$ cat src/rtl/irq_vec_pkg.sv
package irq_vec_pkg;
  typedef enum logic {
    PIN_EDGE  = 1'b0,
    PIN_LEVEL = 1'b1
  } pin_mode_e;

  localparam int CODE_W = 8;
  localparam int MASK_W = 3;
endpackage

$ cat src/rtl/irq_pin_src.sv
module irq_pin_src
  import irq_vec_pkg::*;
#(
  parameter logic [CODE_W-1:0] CLR_CODE = 8'h0A
) (
  input  logic              clk_i,
  input  logic              rst_ni,
  input  logic              pin_i,
  input  logic              mode_wr_i,
  input  logic              mode_level_i,
  input  logic              clr_wr_i,
  input  logic [CODE_W-1:0] clr_code_i,
  input  logic              take_i,
  output logic              req_o,
  output logic              level_o
);
  pin_mode_e mode_q;
  logic      pin_q, flag_q;
  logic      rise, clr_hit;

  assign rise    = pin_i & ~pin_q;
  assign clr_hit = clr_wr_i && (clr_code_i == CLR_CODE);

  always_ff @(posedge clk_i or negedge rst_ni) begin
    if (!rst_ni) begin
      mode_q <= PIN_EDGE;
      pin_q  <= 1'b0;
      flag_q <= 1'b0;
    end else begin
      pin_q <= pin_i;
      if (mode_wr_i) mode_q <= mode_level_i ? PIN_LEVEL : PIN_EDGE;
      if (mode_q == PIN_LEVEL) begin
        // pin feeds the set input directly; flag is sticky until cleared
        if (clr_hit) flag_q <= pin_i;
        else         flag_q <= flag_q | pin_i;
      end else begin
        if (mode_wr_i && mode_level_i) flag_q <= 1'b0;
        else if (rise)                 flag_q <= 1'b1;
        else if (clr_hit || take_i)    flag_q <= 1'b0;
      end
    end
  end

  assign req_o   = (mode_q == PIN_LEVEL) ? pin_i : flag_q;
  assign level_o = (mode_q == PIN_LEVEL);

  p_edge_set_r2: assert property (@(posedge clk_i) disable iff (!rst_ni)
    (mode_q == PIN_EDGE && !mode_wr_i && rise) |=> req_o);

  p_to_level_clr_r4: assert property (@(posedge clk_i) disable iff (!rst_ni)
    (mode_q == PIN_EDGE && mode_wr_i && mode_level_i) |=> !flag_q);

  p_level_keep_r5: assert property (@(posedge clk_i) disable iff (!rst_ni)
    (mode_q == PIN_LEVEL && mode_wr_i && !mode_level_i && flag_q && !clr_wr_i) |=> req_o);

  p_fetch_clr_r10: assert property (@(posedge clk_i) disable iff (!rst_ni)
    (take_i && mode_q == PIN_EDGE && !rise) |=> !flag_q);
endmodule

$ cat src/rtl/irq_rx_src.sv
module irq_rx_src (
  input  logic clk_i,
  input  logic rst_ni,
  input  logic set_i,
  input  logic rd_i,
  output logic req_o
);
  logic flag_q;

  always_ff @(posedge clk_i or negedge rst_ni) begin
    if (!rst_ni)    flag_q <= 1'b0;
    else if (set_i) flag_q <= 1'b1;
    else if (rd_i)  flag_q <= 1'b0;
  end

  assign req_o = flag_q;

  p_rx_hold_r6: assert property (@(posedge clk_i) disable iff (!rst_ni)
    (req_o && !rd_i) |=> req_o);
endmodule

$ cat src/rtl/irq_arbiter.sv
module irq_arbiter
  import irq_vec_pkg::*;
#(
  parameter int                EXT_PRIO = 4,
  parameter int                RX_PRIO  = 3,
  parameter int                VEC_W    = 16,
  parameter logic [VEC_W-1:0]  EXT_VEC  = 16'h0028,
  parameter logic [VEC_W-1:0]  RX_VEC   = 16'h0040,
  parameter logic [VEC_W-1:0]  DEF_VEC  = 16'h0008
) (
  input  logic              clk_i,
  input  logic              rst_ni,
  input  logic              ext_req_i,
  input  logic              rx_req_i,
  input  logic              mask_wr_i,
  input  logic [MASK_W-1:0] mask_i,
  input  logic              ack_i,
  input  logic              vec_rd_i,
  output logic              irq_o,
  output logic [VEC_W-1:0]  vec_o,
  output logic              take_ext_o
);
  localparam logic [MASK_W-1:0] EXT_P    = MASK_W'(EXT_PRIO);
  localparam logic [MASK_W-1:0] RX_P     = MASK_W'(RX_PRIO);
  localparam logic [MASK_W-1:0] MASK_MAX = '1;
  localparam bit                EXT_TIE  = (EXT_PRIO >= RX_PRIO);

  logic [MASK_W-1:0] mask_q;
  logic              pend_q;
  logic [VEC_W-1:0]  vec_q;
  logic              ext_ok, rx_ok, pick_ext, take;
  logic [VEC_W-1:0]  vec_d;

  assign ext_ok   = ext_req_i && (EXT_P > mask_q);
  assign rx_ok    = rx_req_i  && (RX_P  > mask_q);
  assign pick_ext = ext_ok && (!rx_ok || EXT_TIE);
  assign take     = vec_rd_i && pend_q;

  always_comb begin
    if (pick_ext)   vec_d = EXT_VEC;
    else if (rx_ok) vec_d = RX_VEC;
    else            vec_d = DEF_VEC;
  end

  always_ff @(posedge clk_i or negedge rst_ni) begin
    if (!rst_ni) begin
      mask_q <= MASK_MAX;
      pend_q <= 1'b0;
      vec_q  <= '0;
    end else begin
      if (mask_wr_i) mask_q <= mask_i;
      pend_q <= ack_i | (pend_q & ~vec_rd_i);
      if (take) vec_q <= vec_d;
    end
  end

  assign irq_o      = ext_ok | rx_ok;
  assign vec_o      = vec_q;
  assign take_ext_o = take & pick_ext;

  p_mask_max_r7: assert property (@(posedge clk_i) disable iff (!rst_ni)
    (mask_q == MASK_MAX) |-> !irq_o);

  p_default_vec_r9: assert property (@(posedge clk_i) disable iff (!rst_ni)
    (take && !irq_o) |=> (vec_o == DEF_VEC));

  p_vec_hold_r9: assert property (@(posedge clk_i) disable iff (!rst_ni)
    !take |=> $stable(vec_o));

  p_take_one_r8: assert property (@(posedge clk_i) disable iff (!rst_ni)
    take_ext_o |-> (ext_req_i && irq_o));
endmodule

$ cat src/rtl/irq_vec_unit.sv
module irq_vec_unit
  import irq_vec_pkg::*;
#(
  parameter int               EXT_PRIO = 4,
  parameter int               RX_PRIO  = 3,
  parameter int               VEC_W    = 16,
  parameter int               ADDR_W   = 24,
  parameter logic [ADDR_W-9:0] ADDR_HI = '1,
  parameter logic [VEC_W-1:0] EXT_VEC  = 16'h0028,
  parameter logic [VEC_W-1:0] RX_VEC   = 16'h0040,
  parameter logic [VEC_W-1:0] DEF_VEC  = 16'h0008,
  parameter logic [7:0]       CLR_CODE = 8'h0A
) (
  input  logic              clk_i,
  input  logic              rst_ni,
  input  logic              pin_i,
  input  logic              rx_evt_i,
  input  logic              rx_rd_i,
  input  logic              mode_wr_i,
  input  logic              mode_level_i,
  input  logic              clr_wr_i,
  input  logic [7:0]        clr_code_i,
  input  logic              mask_wr_i,
  input  logic [2:0]        mask_i,
  input  logic              ack_i,
  input  logic              vec_rd_i,
  output logic              irq_o,
  output logic [VEC_W-1:0]  vec_o,
  output logic [ADDR_W-1:0] vec_addr_o
);
  logic ext_req, rx_req, take_ext, ext_level;

  irq_pin_src #(.CLR_CODE(CLR_CODE)) u_pin (
    .clk_i, .rst_ni, .pin_i, .mode_wr_i, .mode_level_i, .clr_wr_i, .clr_code_i,
    .take_i (take_ext),
    .req_o  (ext_req),
    .level_o(ext_level)
  );

  irq_rx_src u_rx (
    .clk_i, .rst_ni,
    .set_i(rx_evt_i),
    .rd_i (rx_rd_i),
    .req_o(rx_req)
  );

  irq_arbiter #(
    .EXT_PRIO(EXT_PRIO), .RX_PRIO(RX_PRIO), .VEC_W(VEC_W),
    .EXT_VEC(EXT_VEC), .RX_VEC(RX_VEC), .DEF_VEC(DEF_VEC)
  ) u_arb (
    .clk_i, .rst_ni,
    .ext_req_i (ext_req),
    .rx_req_i  (rx_req),
    .mask_wr_i, .mask_i, .ack_i, .vec_rd_i,
    .irq_o, .vec_o,
    .take_ext_o(take_ext)
  );

  assign vec_addr_o = {ADDR_HI, vec_o[7:0]};

  p_level_no_clr_r10: assert property (@(posedge clk_i) disable iff (!rst_ni)
    (take_ext && ext_level && pin_i) |=> ext_req || !pin_i || mode_wr_i);
endmodule

$ cat config.mk
export PLATFORM = sky130hd
export DESIGN_NAME = irq_vec_unit
export DESIGN_NICKNAME = d
export VERILOG_FILES = /design/src/rtl/irq_vec_pkg.sv /design/src/rtl/irq_pin_src.sv /design/src/rtl/irq_rx_src.sv /design/src/rtl/irq_arbiter.sv /design/src/rtl/irq_vec_unit.sv
export SDC_FILE = /design/constraint.sdc
export NUM_CORES = 1
export LEC_CHECK = 0
export CORE_MARGIN = 2
export CORE_UTILIZATION = 34
export CTS_CLUSTER_SIZE = 20
export DETAILED_ROUTE_END_ITERATION = 7
export GPL_TIMING_DRIVEN = 0
export HOLD_SLACK_MARGIN = 0.15
export PLACE_DENSITY = 0.84
export SLEW_MARGIN = 40
export SYNTH_ARGS = -nofsm -noshare
export SYNTH_HDL_FRONTEND = slang
export SYNTH_SLANG_ARGS = --single-unit
$ cat constraint.sdc
create_clock -name clk_i -period 1.7 [get_ports clk_i]
set_input_delay 0.17 -clock clk_i [delete_from_list [all_inputs] [get_ports clk_i]]
set_output_delay 0.17 -clock clk_i [all_outputs]
set_load 0.005 [all_outputs]
Word-level counts from Yosys, hierarchy flattened
Index checks and enable logic that the tools add are counted.

Input bits: 22. Output and inout bits: 41. Flip-flop bits (word level): 24.

Reductions and logical operators: 8. Order comparisons: 2. Muxes and demuxes: 11. Equal/unequal tests: 1. Bitwise logic cells: 8.

Operators with widths (count): 7-bit two-way mux (2); 1-bit two-way mux (9); 8-bit by 4-bit equality test with 1-bit output (second input constant) (1); 1-bit logical AND (5); 4-bit nonzero test (1); 1-bit AND (3); 2-bit by 3-bit > comparator with 1-bit output (first input constant) (1); 3-bit > comparator (first input constant) (1); 1-bit OR (3); 1-bit inverter (2); 2-bit nonzero test (1); 1-bit logical OR (1).

Depth between registers and ports, before layout
Depth in word-level cells: 8. Depth in mapped cells: 3. Depth with buffers taken out: 3.

Hierarchy
A second synthesis with hierarchy kept.

Cells, all modules: 80. Area total of the unflattened synthesis: 802.0 um^2.

By module, submodules not included: irq_arbiter (cells each 38, instances 1, area each 410.4 um^2); irq_vec_unit (cells each 25, instances 1, area each 183.9 um^2); irq_pin_src (cells each 14, instances 1, area each 171.4 um^2); irq_rx_src (cells each 3, instances 1, area each 36.3 um^2).

Worst setup path after synthesis
OpenSTA, ideal clock, no wires.

Path kind: register to register. From: register u_arb.mask_q[2]. To: register u_arb.vec_q[6] (netlist: u_arb.vec_o[6]). Slack: 0.728 ns. Path buffers: 0. Arrival: 0.851 ns. Cell stages (with the launch flop): 4. Required time: 1.579 ns. Path through: dfstp_2 -> nand3b_1 -> nor2_1 -> a22o_1.

Cells in the longest elaborated chain, start to end: 4.

Ends and longest elaborated chain: start, declared (RTL line irq_arbiter.sv:28) `logic [MASK_W-1:0] mask_q;`; start signal, assigned (RTL line irq_arbiter.sv:51) `if (mask_wr_i) mask_q <= mask_i;`; 2-bit by 3-bit > comparator with 1-bit output (RTL line irq_arbiter.sv:35) `assign rx_ok = rx_req_i && (RX_P > mask_q);`; 1-bit logical AND (RTL line irq_arbiter.sv:35); 7-bit two-way mux (RTL line irq_arbiter.sv:41) `else if (rx_ok) vec_d = RX_VEC;`; 7-bit two-way mux (*) (RTL line irq_arbiter.sv:40) `if (pick_ext) vec_d = EXT_VEC;`; end signal, assigned (RTL line irq_arbiter.sv:53) `if (take) vec_q <= vec_d;`; end, declared (RTL line irq_arbiter.sv:30) `logic [VEC_W-1:0] vec_q;`.

Every way passes the cells marked *; elsewhere a longest branch is shown, timed or not. A chain may end at the register's enable or synchronous reset.

Worst setup path in the final report
From: register u_pin.mode_q (netlist: u_pin.level_o). To: output port irq_o.

Cells in the longest elaborated chain, start to end: 3.

Ends and longest elaborated chain: start, declared (RTL line irq_pin_src.sv:17) `pin_mode_e mode_q;`; start signal, assigned (RTL line irq_pin_src.sv:31) `if (mode_wr_i) mode_q <= mode_level_i ? PIN_LEVEL : PIN_EDGE;`; 1-bit two-way mux (RTL line irq_pin_src.sv:44) `assign req_o = (mode_q == PIN_LEVEL) ? pin_i : flag_q;`; 1-bit logical AND (RTL line irq_arbiter.sv:34) `assign ext_ok = ext_req_i && (EXT_P > mask_q);`; 1-bit OR (RTL line irq_arbiter.sv:57) `assign irq_o = ext_ok | rx_ok;`; end, declared (RTL line irq_vec_unit.sv:27) `output logic irq_o,`.

Every way passes these cells.

==> impl_metrics.tcl <==
set metrics [dict create \
    firstDrtPassIters 4 \
    path_clk_slew_ns 0.08 \
    regArea_um2 279.0 \
    p_sw_frac 0.2576 \
    drc_errors 0 \
    insertion_delay_ns 0.28 \
    cts_root_buffer "clkbuf_4" \
    wl_met1_um 469 \
    postLayoutSetupSlackWorst_ns 0.2101 \
    maxCapViolCount 0 \
    dr.max_layer_used "met4" \
    synth_top_area_frac 0.3651 \
    syn_area_um2 760.7 \
    hpwl_um 1107 \
    overflow 0 \
    drv_slew 0 \
    synth_seq_area_share 0.3668 \
    crit_type "reg2out" \
    postSynth.asyncResetShare 1.000 \
    power_density_mw_per_mm2 599.1 \
    synth_commonest_cells "37 x buf_4, 8 x dfrtp_1, 4 x a21oi_1" \
    vias 594 \
    fmax_mhz 671.2 \
    dieWidth_um 51.30 \
    ant_nets 0 \
    sequentialPowerShare 0.423 \
    area_delta_synth_final_pct 62.17 \
    ys_seq_elements 11 \
    synth_cell_types 21 \
    critPathMaxFanout 4 \
    yosysTopAreaCell "buf_4" \
    period_needed_ns 1.490 \
    leakage_nw 0.6324 \
    multi_input_area_um2 316.6 \
    cts_tree "done" \
    grt_start_max_net_pins 12 \
    n_antenna_cell 0 \
    antenna_found_initial 0 \
    drive_gt1_frac 0.3542 \
    cts.sinks 11 \
    critPathCaptureType "primary output" \
    synthTopCellsByArea "buf_4 37%, dfrtp_1 26%, dfstp_2 10%, mux2_2 4.4%, a21oi_1 2.6%" \
    viasPerCell 3.453 \
    grt_pass1_wl_um 2056 \
    crit_required_ns 1.53 \
    pwr-share-clk 0.247 \
    wl_per_cell_um 7.407 \
    critPathMaxStageDelay_ns 0.38 \
    synth_cells 79 \
    peakVddDrop_mv 0.3850 \
    fill_cells 204 \
    wl_um 1274 \
    worst_ep_arrival_time_ns 1.32 \
    cts_inserted_buffers 3 \
    start_util 0.3506 \
    status "completed" \
    die-area_mm2 0.002632 \
    route.met2.wl_um 612 \
    hold_buffers 0 \
    grt_pass1_vias 519 \
    pwr-share-comb 0.329 \
    fin_nets 167 \
    drtIter0Drc 1 \
    finClkSkew_ns 0.009338 \
    rows 17 \
    stdcell_count 172 \
    min-delay-path-class "in2async" \
    place_ws_ns 0.05400 \
    grt_usage 0.1061 \
    synth-edff-count 0 \
    cts_buffer_depth 2 \
    path_cells "mux2i_2, a21oi_1, dlygate4sd2_1" \
    core-area_mm2 0.002170 \
    whs_ns 0.2072 \
    syn_area_per_cell_um2 9.629 \
    numPortBuffers 28 \
    io_pins 63 \
    yosysWarnings 0 \
    rsz0062_at_grt "false" \
    setup_violations 0 \
    place_inst 167 \
    crit_slowest_cell "dfrtp_1" \
    final_util 0.5686 \
    fin_crit_sh 0.8764 \
    die_h_um 51.30 \
    synth_ff_type "dfrtp_1" \
    hold_viol 0 \
    synth.most_common_cell "buf_4" \
    routabilityCongestion 0.7385 \
    h-tree-depth 1 \
    route.met3.wl_um 171 \
    switchingPower_uw 190.4 \
    cp-start-kind "register" \
    tns_ns 0 \
    power.internal_uw 548.7 \
]
[sequential cells by signal, indices dropped and copies added, names as in the netlist]
signal	flops
u_arb.pend_q	1
u_pin.level_o	1
u_pin.pin_q	1
u_rx.req_o	1
u_arb.mask_q	3
u_pin.flag_q	1
u_arb.vec_o	3
[per-stage QoR]
| step | instance area (um^2) | power, mW |
|---|---|---|
| finish | 1234 | 0.7391 |
| global route | 1234 | 0.7781 |
| CTS | 1234 | 0.7452 |
| detailed placement | 1196 | 0.5567 |
| global placement | 1196 | 0.5509 |
| floorplan | 880.8 | 0.4459 |
[critical path, delay by kind of cell (launching register included)]
kind / cells / cell delay [ns]
DFF: 1 / 0.38
muxes: 1 / 0.29
buffers and inverters: 1 / 0.27
AOI/OAI and AO/OA: 1 / 0.09
[cells in the final DEF (no fill, tap or decap), drive strengths merged]
| master | count |
|---|---|
| nand3b | 1 |
| a21oi | 4 |
| dlygate4sd2 | 1 |
| dfstp | 3 |
| a21o | 2 |
| clkbuf | 3 |
| nor2 | 1 |
| mux2i | 1 |
| a21bo | 1 |
| nor3b | 1 |
| mux2 | 3 |
| buf | 38 |
| nor4b | 1 |
| clkinv | 1 |
| dfrtp | 8 |
| and4b | 1 |
| inv | 3 |
| nand2 | 3 |
| a31oi | 1 |
| conb | 34 |
| clkdlybuf4s50 | 27 |
| o21ai | 4 |
| and2 | 1 |
| a22o | 1 |
[cell families (layout without fill, tap and decap cells)]
| logic type | after synthesis | count (layout) | share of synthesized area |
|---|---|---|---|
| AOI/OAI and AO/OA | 13 | 13 | 0.1053 |
| muxes | 4 | 4 | 0.05756 |
| DFF | 11 | 11 | 0.3668 |
| and+or+nand+nor | 9 | 9 | 0.08059 |
| other | 2 | 34 | 0.009872 |
| buffers and inverters | 40 | 73 | 0.3799 |
[power by group through the flow]
stage	logic [mW]	registers [mW]	clock network (mW)
3_5_place_dp	0.239	0.318	0
5_1_grt	0.269	0.318	0.192
2_1_floorplan	0.132	0.314	0
3_3_place_gp	0.235	0.316	0
6_report	0.243	0.313	0.183
4_1_cts	0.243	0.313	0.189
[layer usage]
metal / global-route usage / vias to the layer above
met3: 0.03216 / 2
li1: - / 319
met5: 0 / -
met4: 0.06579 / 0
met1: 0.1060 / 234
met2: 0.1905 / 39
[final timing paths]
check | start | end | slack, ns | cells past startpoint
min | rst_ni | u_arb.vec_o[5]$_DFFE_PN0P_ | 0.21 | 1
max | u_pin.level_o$_DFFE_PN0P_ | irq_o | 0.21 | 3
min in group clk_i | pin_i | u_pin.pin_q$_DFF_PN0_ | 0.42 | 1
max reg2reg | u_pin.level_o$_DFFE_PN0P_ | u_pin.flag_q$_DFFE_PN0P_ | 0.66 | 4
min reg2reg | u_rx.req_o$_DFFE_PN0P_ | u_rx.req_o$_DFFE_PN0P_ | 0.48 | 1
max in group asynchronous | rst_ni | u_arb.mask_q[2]$_DFFE_PN1P_ | 1.14 | 1
[area by class of cell]
cell class | instances | share of cell area
tap | 28 | 0.02840
buffer | 37 | 0.2252
multi-input combinational | 60 | 0.2566
sequential | 11 | 0.2262
clock buffer | 3 | 0.01826
timing repair buffer | 29 | 0.2323
clock inverter | 1 | 0.004057
inverter | 3 | 0.009128
[repair_timing]
item,in CTS,in global routing
endpoints found under the setup margin,1,0
buffers inserted,1,0
gates resized for setup,2,0
Note: power is estimated with default switching activity, not from simulation.
